--- config.mk ---
export PLATFORM = sky130hd
export DESIGN_NAME = mmd_seq
export DESIGN_NICKNAME = d
export VERILOG_FILES = /design/src/rtl/mmd_seq_pkg.sv /design/src/rtl/mmd_step_decode.sv /design/src/rtl/mmd_rmw_merge.sv /design/src/rtl/mmd_seq_fsm.sv /design/src/rtl/mmd_seq.sv
export SDC_FILE = /design/constraint.sdc
export NUM_CORES = 1
export LEC_CHECK = 0
export CELL_PAD_IN_SITES_DETAIL_PLACEMENT = 0
export CELL_PAD_IN_SITES_GLOBAL_PLACEMENT = 2
export CORE_ASPECT_RATIO = 0.9
export CORE_MARGIN = 3
export CORE_UTILIZATION = 25
export DETAILED_ROUTE_END_ITERATION = 10
export PLACE_DENSITY_LB_ADDON = 0.2
export SETUP_SLACK_MARGIN = 0.15
export SLEW_MARGIN = 20
export SYNTH_ARGS = -nofsm -noshare
export SYNTH_HDL_FRONTEND = slang
export SYNTH_SLANG_ARGS = --single-unit
--- constraint.sdc ---
create_clock -name clk -period 2.36 [get_ports clk]
set_clock_uncertainty 0.05 [all_clocks]
set_input_delay 0.472 -clock clk [delete_from_list [all_inputs] [get_ports clk]]
set_output_delay 0.472 -clock clk [all_outputs]
set_load 0.01 [all_outputs]
--- src/rtl/mmd_seq_pkg.sv ---
package mmd_seq_pkg;
  typedef enum logic [1:0] {
    OP_READ  = 2'd0,
    OP_WRITE = 2'd1,
    OP_RMW   = 2'd2,
    OP_READ2 = 2'd3
  } mmd_op_e;

  typedef enum logic {
    ST_IDLE = 1'b0,
    ST_RUN  = 1'b1
  } seq_state_e;

  localparam logic [4:0] C22_CTRL_REG = 5'h0D;
  localparam logic [4:0] C22_DATA_REG = 5'h0E;
  localparam logic [1:0] FUNC_ADDR    = 2'b00;
  localparam logic [1:0] FUNC_DATA    = 2'b01;
  localparam int         PASS_STEPS   = 4;
endpackage

--- src/rtl/mmd_step_decode.sv ---
module mmd_step_decode #(
  parameter int DW       = 16,
  parameter int REG_W    = 5,
  parameter int DEV_IN_W = 8,
  parameter int DEV_W    = 5,
  parameter int STEP_W   = 2
) (
  input  logic [STEP_W-1:0]   step,
  input  logic                rd_pass,
  input  logic [DEV_IN_W-1:0] dev,
  input  logic [DW-1:0]       target_reg,
  input  logic [DW-1:0]       wval,
  output logic                txn_wr,
  output logic [REG_W-1:0]    txn_reg,
  output logic [DW-1:0]       txn_wdata
);
  import mmd_seq_pkg::*;

  localparam logic [DW-1:0] DEV_MASK = DW'((1 << DEV_W) - 1);

  function automatic logic [DW-1:0] ctrl_word(input logic [1:0] fn,
                                              input logic [DEV_IN_W-1:0] d);
    logic [DW-1:0] w;
    w = '0;
    w[DW-1 -: 2] = fn;
    return w | (DW'(d) & DEV_MASK);
  endfunction

  always_comb begin
    txn_wr    = 1'b1;
    txn_reg   = REG_W'(C22_CTRL_REG);
    txn_wdata = '0;
    case (step)
      STEP_W'(0): begin
        txn_reg   = REG_W'(C22_CTRL_REG);
        txn_wdata = ctrl_word(FUNC_ADDR, dev);
      end
      STEP_W'(1): begin
        txn_reg   = REG_W'(C22_DATA_REG);
        txn_wdata = target_reg;
      end
      STEP_W'(2): begin
        txn_reg   = REG_W'(C22_CTRL_REG);
        txn_wdata = ctrl_word(FUNC_DATA, dev);
      end
      default: begin
        txn_reg   = REG_W'(C22_DATA_REG);
        txn_wr    = ~rd_pass;
        txn_wdata = rd_pass ? '0 : wval;
      end
    endcase
  end
endmodule

--- src/rtl/mmd_rmw_merge.sv ---
module mmd_rmw_merge #(
  parameter int DW = 16
) (
  input  logic [DW-1:0] current,
  input  logic [DW-1:0] clr_mask,
  input  logic [DW-1:0] set_mask,
  output logic [DW-1:0] merged
);
  function automatic logic [DW-1:0] merge_val(input logic [DW-1:0] cur,
                                              input logic [DW-1:0] c,
                                              input logic [DW-1:0] s);
    return (cur & ~c) | s;
  endfunction

  assign merged = merge_val(current, clr_mask, set_mask);
endmodule

--- src/rtl/mmd_seq_fsm.sv ---
module mmd_seq_fsm #(
  parameter int DW       = 16,
  parameter int PHY_W    = 5,
  parameter int DEV_IN_W = 8,
  parameter int STEP_W   = 2
) (
  input  logic                clk,
  input  logic                rst_n,
  input  logic                cmd_valid,
  input  logic [1:0]          cmd_op,
  input  logic [PHY_W-1:0]    cmd_phy,
  input  logic [DEV_IN_W-1:0] cmd_devad,
  input  logic [DW-1:0]       cmd_reg,
  input  logic [DW-1:0]       cmd_wdata,
  input  logic [DW-1:0]       cmd_clr,
  input  logic [DW-1:0]       cmd_set,
  input  logic                ack,
  input  logic                ack_err,
  input  logic [DW-1:0]       ack_rdata,
  input  logic [DW-1:0]       merged,
  output logic                busy,
  output logic                accept,
  output logic                txn_fire,
  output logic [STEP_W-1:0]   step,
  output logic                rd_pass,
  output logic [PHY_W-1:0]    lat_phy,
  output logic [DEV_IN_W-1:0] lat_dev,
  output logic [DW-1:0]       lat_reg,
  output logic [DW-1:0]       lat_clr,
  output logic [DW-1:0]       lat_set,
  output logic [DW-1:0]       wval,
  output logic                done,
  output logic                err,
  output logic [DW-1:0]       rdata
);
  import mmd_seq_pkg::*;

  localparam logic [STEP_W-1:0] LAST_STEP = STEP_W'(PASS_STEPS - 1);

  seq_state_e state;
  logic       chain_write;
  logic       last_step;

  assign busy      = (state == ST_RUN);
  assign accept    = cmd_valid && (state == ST_IDLE);
  assign txn_fire  = busy && ack;
  assign last_step = (step == LAST_STEP);

  always_ff @(posedge clk) begin
    if (!rst_n) begin
      state       <= ST_IDLE;
      step        <= '0;
      rd_pass     <= 1'b0;
      chain_write <= 1'b0;
      lat_phy     <= '0;
      lat_dev     <= '0;
      lat_reg     <= '0;
      lat_clr     <= '0;
      lat_set     <= '0;
      wval        <= '0;
      done        <= 1'b0;
      err         <= 1'b0;
      rdata       <= '0;
    end else begin
      done <= 1'b0;
      err  <= 1'b0;
      if (accept) begin
        state       <= ST_RUN;
        step        <= '0;
        rd_pass     <= (mmd_op_e'(cmd_op) != OP_WRITE);
        chain_write <= (mmd_op_e'(cmd_op) == OP_RMW);
        lat_phy     <= cmd_phy;
        lat_dev     <= cmd_devad;
        lat_reg     <= cmd_reg;
        lat_clr     <= cmd_clr;
        lat_set     <= cmd_set;
        wval        <= cmd_wdata;
      end else if (txn_fire) begin
        if (ack_err) begin
          state <= ST_IDLE;
          done  <= 1'b1;
          err   <= 1'b1;
        end else if (!last_step) begin
          step <= step + 1'b1;
        end else if (rd_pass && chain_write) begin
          rdata       <= ack_rdata;
          wval        <= merged;
          rd_pass     <= 1'b0;
          chain_write <= 1'b0;
          step        <= '0;
        end else begin
          if (rd_pass) rdata <= ack_rdata;
          state <= ST_IDLE;
          done  <= 1'b1;
        end
      end
    end
  end
endmodule

--- src/rtl/mmd_seq.sv ---
module mmd_seq #(
  parameter int DW       = 16,
  parameter int PHY_W    = 5,
  parameter int REG_W    = 5,
  parameter int DEV_IN_W = 8,
  parameter int DEV_W    = 5
) (
  input  logic                clk,
  input  logic                rst_n,
  input  logic                cmd_valid,
  input  logic [1:0]          cmd_op,
  input  logic [PHY_W-1:0]    cmd_phy,
  input  logic [DEV_IN_W-1:0] cmd_devad,
  input  logic [DW-1:0]       cmd_reg,
  input  logic [DW-1:0]       cmd_wdata,
  input  logic [DW-1:0]       cmd_clr,
  input  logic [DW-1:0]       cmd_set,
  output logic                busy,
  output logic                done,
  output logic                err,
  output logic [DW-1:0]       rdata,
  output logic                mdio_req,
  output logic                mdio_wr,
  output logic [PHY_W-1:0]    mdio_phy,
  output logic [REG_W-1:0]    mdio_reg,
  output logic [DW-1:0]       mdio_wdata,
  input  logic                mdio_ack,
  input  logic [DW-1:0]       mdio_rdata,
  input  logic                mdio_err
);
  localparam int STEP_W = $clog2(mmd_seq_pkg::PASS_STEPS);

  logic                accept;
  logic                txn_fire;
  logic [STEP_W-1:0]   step;
  logic                rd_pass;
  logic [PHY_W-1:0]    lat_phy;
  logic [DEV_IN_W-1:0] lat_dev;
  logic [DW-1:0]       lat_reg;
  logic [DW-1:0]       lat_clr;
  logic [DW-1:0]       lat_set;
  logic [DW-1:0]       wval;
  logic [DW-1:0]       merged;

  mmd_seq_fsm #(.DW(DW), .PHY_W(PHY_W), .DEV_IN_W(DEV_IN_W), .STEP_W(STEP_W)) u_fsm (
    .clk(clk), .rst_n(rst_n),
    .cmd_valid(cmd_valid), .cmd_op(cmd_op), .cmd_phy(cmd_phy),
    .cmd_devad(cmd_devad), .cmd_reg(cmd_reg), .cmd_wdata(cmd_wdata),
    .cmd_clr(cmd_clr), .cmd_set(cmd_set),
    .ack(mdio_ack), .ack_err(mdio_err), .ack_rdata(mdio_rdata), .merged(merged),
    .busy(busy), .accept(accept), .txn_fire(txn_fire), .step(step),
    .rd_pass(rd_pass), .lat_phy(lat_phy), .lat_dev(lat_dev), .lat_reg(lat_reg),
    .lat_clr(lat_clr), .lat_set(lat_set), .wval(wval),
    .done(done), .err(err), .rdata(rdata)
  );

  mmd_rmw_merge #(.DW(DW)) u_merge (
    .current(mdio_rdata), .clr_mask(lat_clr), .set_mask(lat_set), .merged(merged)
  );

  mmd_step_decode #(.DW(DW), .REG_W(REG_W), .DEV_IN_W(DEV_IN_W), .DEV_W(DEV_W),
                    .STEP_W(STEP_W)) u_dec (
    .step(step), .rd_pass(rd_pass), .dev(lat_dev), .target_reg(lat_reg),
    .wval(wval), .txn_wr(mdio_wr), .txn_reg(mdio_reg), .txn_wdata(mdio_wdata)
  );

  assign mdio_req = busy;
  assign mdio_phy = lat_phy;
endmodule

==> metrics.cfg, run 1 <==
[route]
ant_nets=0
drt_iter0_markers=291
wirelength_um=15000
wire_per_inst_um=17.6
drcViolationCount=0
drtPass1Iterations=4
viasPerCell=4.79
vias=4081

[placement]
hpwl_um=10800
portBuffers=140
dpl_cell_area_um2=5720
dp.cells=833
gp_congestion=0.808

[critical_path]
slowest_stage=dfxtp_4
cp_top_family=buffers and inverters
crit_type=reg2out
arrival_ns=1.69
r2r_end=u_fsm.wval[13]
worst-path-max-fanout=7
max_stage_delay_ns=0.36
r2r_cells=5
r2r_start=u_fsm.step[0]
path_buf_inv=4
cp_cell_sequence=ha_4, buf_6, nor2b_4, buf_12, buf_8, a22o_1, buf_2
r2r_slack_ns=0.61
cp-end-kind=primary output
critPathRequiredTime_ns=1.84
start_kind=register

[cells_and_area]
stdcell_count=852
fillerInstances=1631
final_util_pct=38.7
area_growth_pct=48.1
drive_gt1_share_pct=11.5
fin_nets=751
stdcell_area_um2=6100
antenna_cells=0

[timing]
hold_viol_final=0
relSlewSlack_pct=50.2
finalMaxSlewViolations=0
worstMarginPinSlew_ns=0.747
period_share_pct=93.8
rsz0062_at_grt=yes
timing.final.crit_period_ns=2.21
setup_viol=0
setup_tns_ns=0
fmax_ghz=0.452

[die]
die_y_um=128
die_w_um=141
rows=43
initial_core_util_pct=26.1
ios=147
die_area_um2=18000
design.core.area_um2=15800

[yosys]
yosysWarningCount=0
synth_area_leaders=dfxtp_1, nand2_1, a21oi_1
netlist_instances=519
synth.largest_area_cell=dfxtp_1
yosysUniqueCellTypes=33
synth_top_cell_area_share_pct=47.2
yosysSeqAreaShare_pct=47.2
avgSynthCellArea_um2=7.93
syn-cell-area_um2=4120
ys_ff_latch=97

[clock_network]
insertion_delay_ns=0.34
cts_tree=done
clock-sinks=97
clock_path_buffers=2
cts_buffers=9
cts_htree_levels=3
postCtsHoldBufs=0
cts.reportedPaths.clkPinSlew_ns=0.06
clock-root-buffer=clkbuf_16

[power]
peakVddDrop_v=0.000294
p_sw_uw=911
p_clk_share_pct=39.3
static-leakage-power_nw=2.18
p_seq_share_pct=47.2
p_int_mw=2.84
p_sw_share_pct=24.3
comb_power_share_pct=13.5
powerDensity_nw_per_um2=616

[hold_path]
hold_path_end=u_fsm.lat_set[9]
min_path_type=reg2reg
min_from=u_fsm.lat_set[9]
whs_path_depth=2

[global_routing]
grt_pass1_wl_um=23100
grt_pass1_vias=4027
antenna_found_initial=0
gr-total-overflow=0
grt_max_degree=76
grt_usage_pct=16.6

[job]
cap_violations=0

[run_status]
status=finished clean

==> worst max-delay path by stage <==
stage	startpoint	slack [ns]	endpoint	depth (start not counted)
5_1_grt	u_fsm.step[0]	0.08	mdio_wdata[15]	7
3_5_place_dp	u_fsm.step[1]	-0.47	mdio_wdata[1]	6
2_1_floorplan	u_fsm.step[0]	0.39	mdio_wdata[0]	5
3_3_place_gp	u_fsm.step[1]	-0.37	mdio_wdata[0]	6
6_report	u_fsm.step[0]	0.15	mdio_wdata[15]	7
4_1_cts	u_fsm.step[1]	-0.02	mdio_wdata[2]	7
==> Yosys cell counts <==
master / number
a211oi_1: 1
a21oi_1: 94
a22o_1: 10
a22oi_1: 5
and2b_1: 1
and4_1: 1
buf_2: 13
buf_4: 6
buf_6: 1
clkbuf_1: 27
clkinv_1: 1
conb_1: 2
dfxtp_1: 97
ha_1: 5
inv_1: 20
mux2i_1: 2
nand2_1: 130
nand2b_1: 3
nand3_1: 36
nand3_4: 1
nand3b_1: 2
nand4_1: 1
nor2_1: 2
nor2b_1: 2
o2111ai_1: 16
o211ai_1: 1
o21ai_0: 19
o21ba_2: 1
o221a_2: 1
o311ai_0: 6
o311ai_1: 10
or2_2: 1
or4_1: 1
==> cell usage in the layout, fill, tap and decap left out, types with 3 or more instances in the layout <==
master           instances
ha_2                     3
buf_2                   12
o311ai_1                10
conb_1                   3
buf_12                   4
clkbuf_16                9
clkdlybuf4s50_1        121
a22oi_2                  5
clkdlybuf4s15_2          3
a21oi_1                 94
dfxtp_1                 95
nand3_1                 36
buf_4                   15
a22o_1                  10
o2111ai_1               16
o311ai_0                 6
inv_1                   19
o21ai_0                 19
nand2_1                128
==> area by class of cell <==
type,count,area [um2],area share (%)
clock buffer,12,256,4.21
timing repair buffer,162,1560,25.7
clock inverter,3,40.0,0.657
inverter,21,78.8,1.29
tap,202,253,4.15
multi-input combinational,355,1950,32.1
sequential,97,1950,32.0
==> worst register-to-register path, delay by kind of cell, from the launching register on <==
family                   cells  cell delay (ns)
AO/OA/AOI/OAI                1             0.38
adder cells (fa/ha/maj)      1             0.20
buffers and inverters        1             0.13
AND/OR/NAND/NOR              2             0.51
flip-flops                   1             0.37
==> cells by family (layout without fill, tap and decap cells) <==
logic type               after synthesis  after routing  synth area share (%)
AND/OR/NAND/NOR                      181            181                  18.8
AO/OA/AOI/OAI                        164            164                  24.5
flip-flops                            97             97                  47.2
adder cells (fa/ha/maj)                5              5                  1.52
other                                  2              3                 0.182
multiplexers                           2              2                 0.486
buffers and inverters                 68            198                  7.33
==> stage by stage <==
| step | hold slack, ns | worst slack (ns) | power (mW) |
|---|---|---|---|
| 4_1_cts | 0.405 | -0.0221 | 3.81 |
| 5_1_grt | 0.420 | 0.0815 | 3.93 |
| 2_1_floorplan | 0.386 | 0.387 | 2.02 |
| 3_5_place_dp | 0.396 | -0.468 | 2.32 |
| 3_3_place_gp | 0.391 | -0.365 | 2.32 |
| 6_report | 0.404 | 0.146 | 3.75 |
==> power by group through the flow <==
| stage | clock network (mW) | registers [mW] | logic, mW |
|---|---|---|---|
| 2_1_floorplan | 0 | 1.79 | 0.226 |
| 3_3_place_gp | 0 | 1.81 | 0.513 |
| 3_5_place_dp | 0 | 1.81 | 0.516 |
| 4_1_cts | 1.53 | 1.77 | 0.515 |
| 5_1_grt | 1.59 | 1.78 | 0.560 |
| 6_report | 1.47 | 1.77 | 0.508 |
==> per-layer routing <==
| metal | up-vias | part of all wire [%] | global-route usage (%) |
|---|---|---|---|
| li1 | 2046 | - | - |
| met1 | 1926 | 46 | 22.3 |
| met2 | 100 | 48 | 26.7 |
| met3 | 9 | 5.2 | 4.59 |
| met4 | 0 | 1.3 | 4.05 |
| met5 | - | 0 | 0 |
==> timing repair <==
| action | 4_1_cts | 5_1_grt |
|---|---|---|
| resized for setup | 57 | 37 |
| setup buffers | 1 | 2 |
| pin swaps | 4 | 10 |
| cloned | 1 | 0 |
| setup endpoints to repair | 19 | 18 |
Power figures use the tool's default switching activity.
==> run 2: changes to the inputs <==
- CELL_PAD_IN_SITES_DETAIL_PLACEMENT: 0 -> 1
- CORE_ASPECT_RATIO: 0.9 -> unset
==> run 2 against run 1 <==
Global-route usage down 0.067 points. Clock power shrank 5%. Cell area down 0.99%. First-iteration DRC count is 44% lower. Core utilization is 0.95 points lower. Via count up 0.83%. Power fell by 2.2%. Worst setup slack better by 0.066 ns. Sequential cell count unchanged. Worst hold slack gained 0.0013 ns. Sequential power is essentially flat. Critical path type unchanged. Critical endpoint is now mdio_wdata[4].
==> metrics.cfg, run 2 (synthesis results as in run 1) <==
[clock_network]
clock-root-buffer=clkbuf_16  ; unchanged
cts.reportedPaths.clkPinSlew_ns=0.06  ; about the same
cts_buffers=9  ; unchanged
cts_tree=done  ; unchanged
clock_path_buffers=2  ; unchanged
insertion_delay_ns=0.34  ; about the same
clock-sinks=97  ; unchanged
cts_htree_levels=3  ; unchanged

[cells_and_area]
multi_input_comb_area_um2=1920  ; was 1950 um2
final_cell_mix=nand2_1, clkdlybuf4s50_1, dfxtp_1, a21oi_1, nand3_1  ; unchanged
fin_nets=749  ; was 751
final-seq-area_um2=1950  ; about the same
drive_gt1_share_pct=10.8  ; was 11.5%
final_util_pct=37.7  ; was 38.7%
area_growth_pct=46.6  ; was 48.1%
final_common_cell=nand2_1  ; unchanged
fillerInstances=1944  ; was 1631
antenna_cells=0  ; unchanged

[placement]
portBuffers=140  ; unchanged
hpwl_um=11100  ; was 10800 um
gp_congestion=0.769  ; was 0.808
place_worst_setup_slack_ns=0.0248  ; was -0.468 ns

[die]
initial_core_util_pct=25.7  ; was 26.1%
die_y_um=134  ; was 128 um
ios=147  ; unchanged
die_area_um2=18000  ; about the same
rows=46  ; was 43
design.core.area_um2=16000  ; was 15800 um2
die_w_um=134  ; was 141 um

[critical_path]
path_buf_inv=3  ; was 4
arrival_ns=1.63  ; was 1.69 ns
critPathRequiredTime_ns=1.84  ; about the same
cp_cell_sequence=inv_2, ha_2, nor2b_2, buf_12, a22oi_2, nand2_1, buf_2  ; was ha_4, buf_6, nor2b_4, buf_12, buf_8, a22o_1, buf_2
worst-path-max-fanout=15  ; was 7
start_kind=register  ; unchanged
max_stage_delay_ns=0.37  ; was 0.36 ns
cp_top_family=flip-flops  ; was buffers and inverters
slowest_stage=dfxtp_4  ; unchanged
crit_type=reg2out  ; unchanged
r2r_slack_ns=0.55  ; was 0.61 ns
cp-end-kind=primary output  ; unchanged

[timing]
fmax_ghz=0.466  ; was 0.452 GHz
worstMarginPinSlew_ns=0.701  ; was 0.747 ns
setup_tns_ns=0  ; unchanged
relSlewSlack_pct=53.3  ; was 50.2%
setup_slack_ns=0.212  ; was 0.146 ns
timing.final.crit_period_ns=2.15  ; was 2.21 ns
rsz0062_at_grt=no  ; was yes
period_share_pct=91.0  ; was 93.8%
hold_viol_final=0  ; unchanged
setup_viol=0  ; unchanged
finalMaxSlewViolations=0  ; unchanged

[route]
ant_nets=0  ; unchanged
wirelength_um=15100  ; was 15000 um
vias=4115  ; was 4081
viasPerCell=4.76  ; was 4.79
drcViolationCount=0  ; unchanged
drt_iter0_markers=163  ; was 291
drtPass1Iterations=4  ; unchanged
wire_per_inst_um=17.4  ; was 17.6 um

[job]
cap_violations=0  ; unchanged

[global_routing]
grt_pass1_vias=4357  ; was 4027
gr-total-overflow=0  ; unchanged
grt_pass1_wl_um=23500  ; was 23100 um
grt_usage_pct=16.6  ; about the same
antenna_found_initial=0  ; unchanged
grt_max_degree=76  ; unchanged

[power]
powerDensity_nw_per_um2=608  ; was 616 nW/um2
peakVddDrop_v=0.000303  ; was 0.000294 V
static-leakage-power_nw=2.17  ; was 2.18 nW

[hold_path]
min_path_type=reg2reg  ; unchanged

[run_status]
status=finished clean  ; unchanged

[run 2: changes by cell type in the layout (fill, tap and decap cells not counted), sizes merged]
cell,previous run,this run
clkinv,3,4
clkdlybuf4s15,4,2
bufinv,1,0
buf,34,35
[run 2: final timing paths]
check | start | to | depth (start not counted)
hold / removal | u_fsm.lat_phy[2] | u_fsm.lat_phy[2] | 2
setup / recovery | u_fsm.step[1] | mdio_wdata[4] | 7
setup reg to reg | u_fsm.step[0] | u_fsm.wval[13] | 5
hold reg to reg | u_fsm.lat_phy[2] | u_fsm.lat_phy[2] | 2
[run 2: area by class of cell]
type,instances,share of cell area [%]
Timing Repair Buffer,160,25.5
Clock buffer,13,4.31
Inverter,21,1.31
Clock inverter,3,0.249
Multi-Input combinational cell,355,31.9
Tap cell,216,4.48
Sequential cell,97,32.3
[run 2: timing repair]
item | in CTS | in global routing
resized for setup | 76 | 10
pin swaps | 0 | 3
hold buffers | 0 | 0
setup endpoints to repair | 19 | 13
buffers inserted | 1 | 1
[run 2: where the power goes]
| group | leakage, nW | internal [mW] | switching [mW] | total [mW] |
|---|---|---|---|---|
| logic | 1.24 | 0.262 | 0.254 | 0.516 |
| registers | 0.795 | 1.72 | 0.0491 | 1.76 |
| clock network | 0.139 | 0.769 | 0.622 | 1.39 |
[run 2: stage by stage]
| stage | cells | area [um2] | hold WS [ns] | total power, mW |
|---|---|---|---|---|
| finish | 865 | 6040 | 0.405 | 3.67 |
| floorplan | 520 | 4120 | 0.386 | 2.02 |
| CTS | 864 | 6020 | 0.407 | 3.73 |
| global route | 865 | 6040 | 0.427 | 3.85 |
| global placement | 847 | 5770 | 0.392 | 2.32 |
| detailed placement | 847 | 5770 | 0.398 | 2.33 |
[run 2: metal layers]
layer | wire (um) | up-vias | global-route usage [%]
li1 | - | 2048 | -
met1 | 6800 | 1947 | 21.0
met5 | 0 | - | 0
met2 | 7250 | 104 | 27.8
met3 | 806 | 16 | 4.16
met4 | 227 | 0 | 5.09
[run 2: tightest hold or removal path, cell delays in order (launching register included)]
cell	delay (ns)
dfxtp_1	0.31
nand2_1	0.05
a21oi_1	0.05
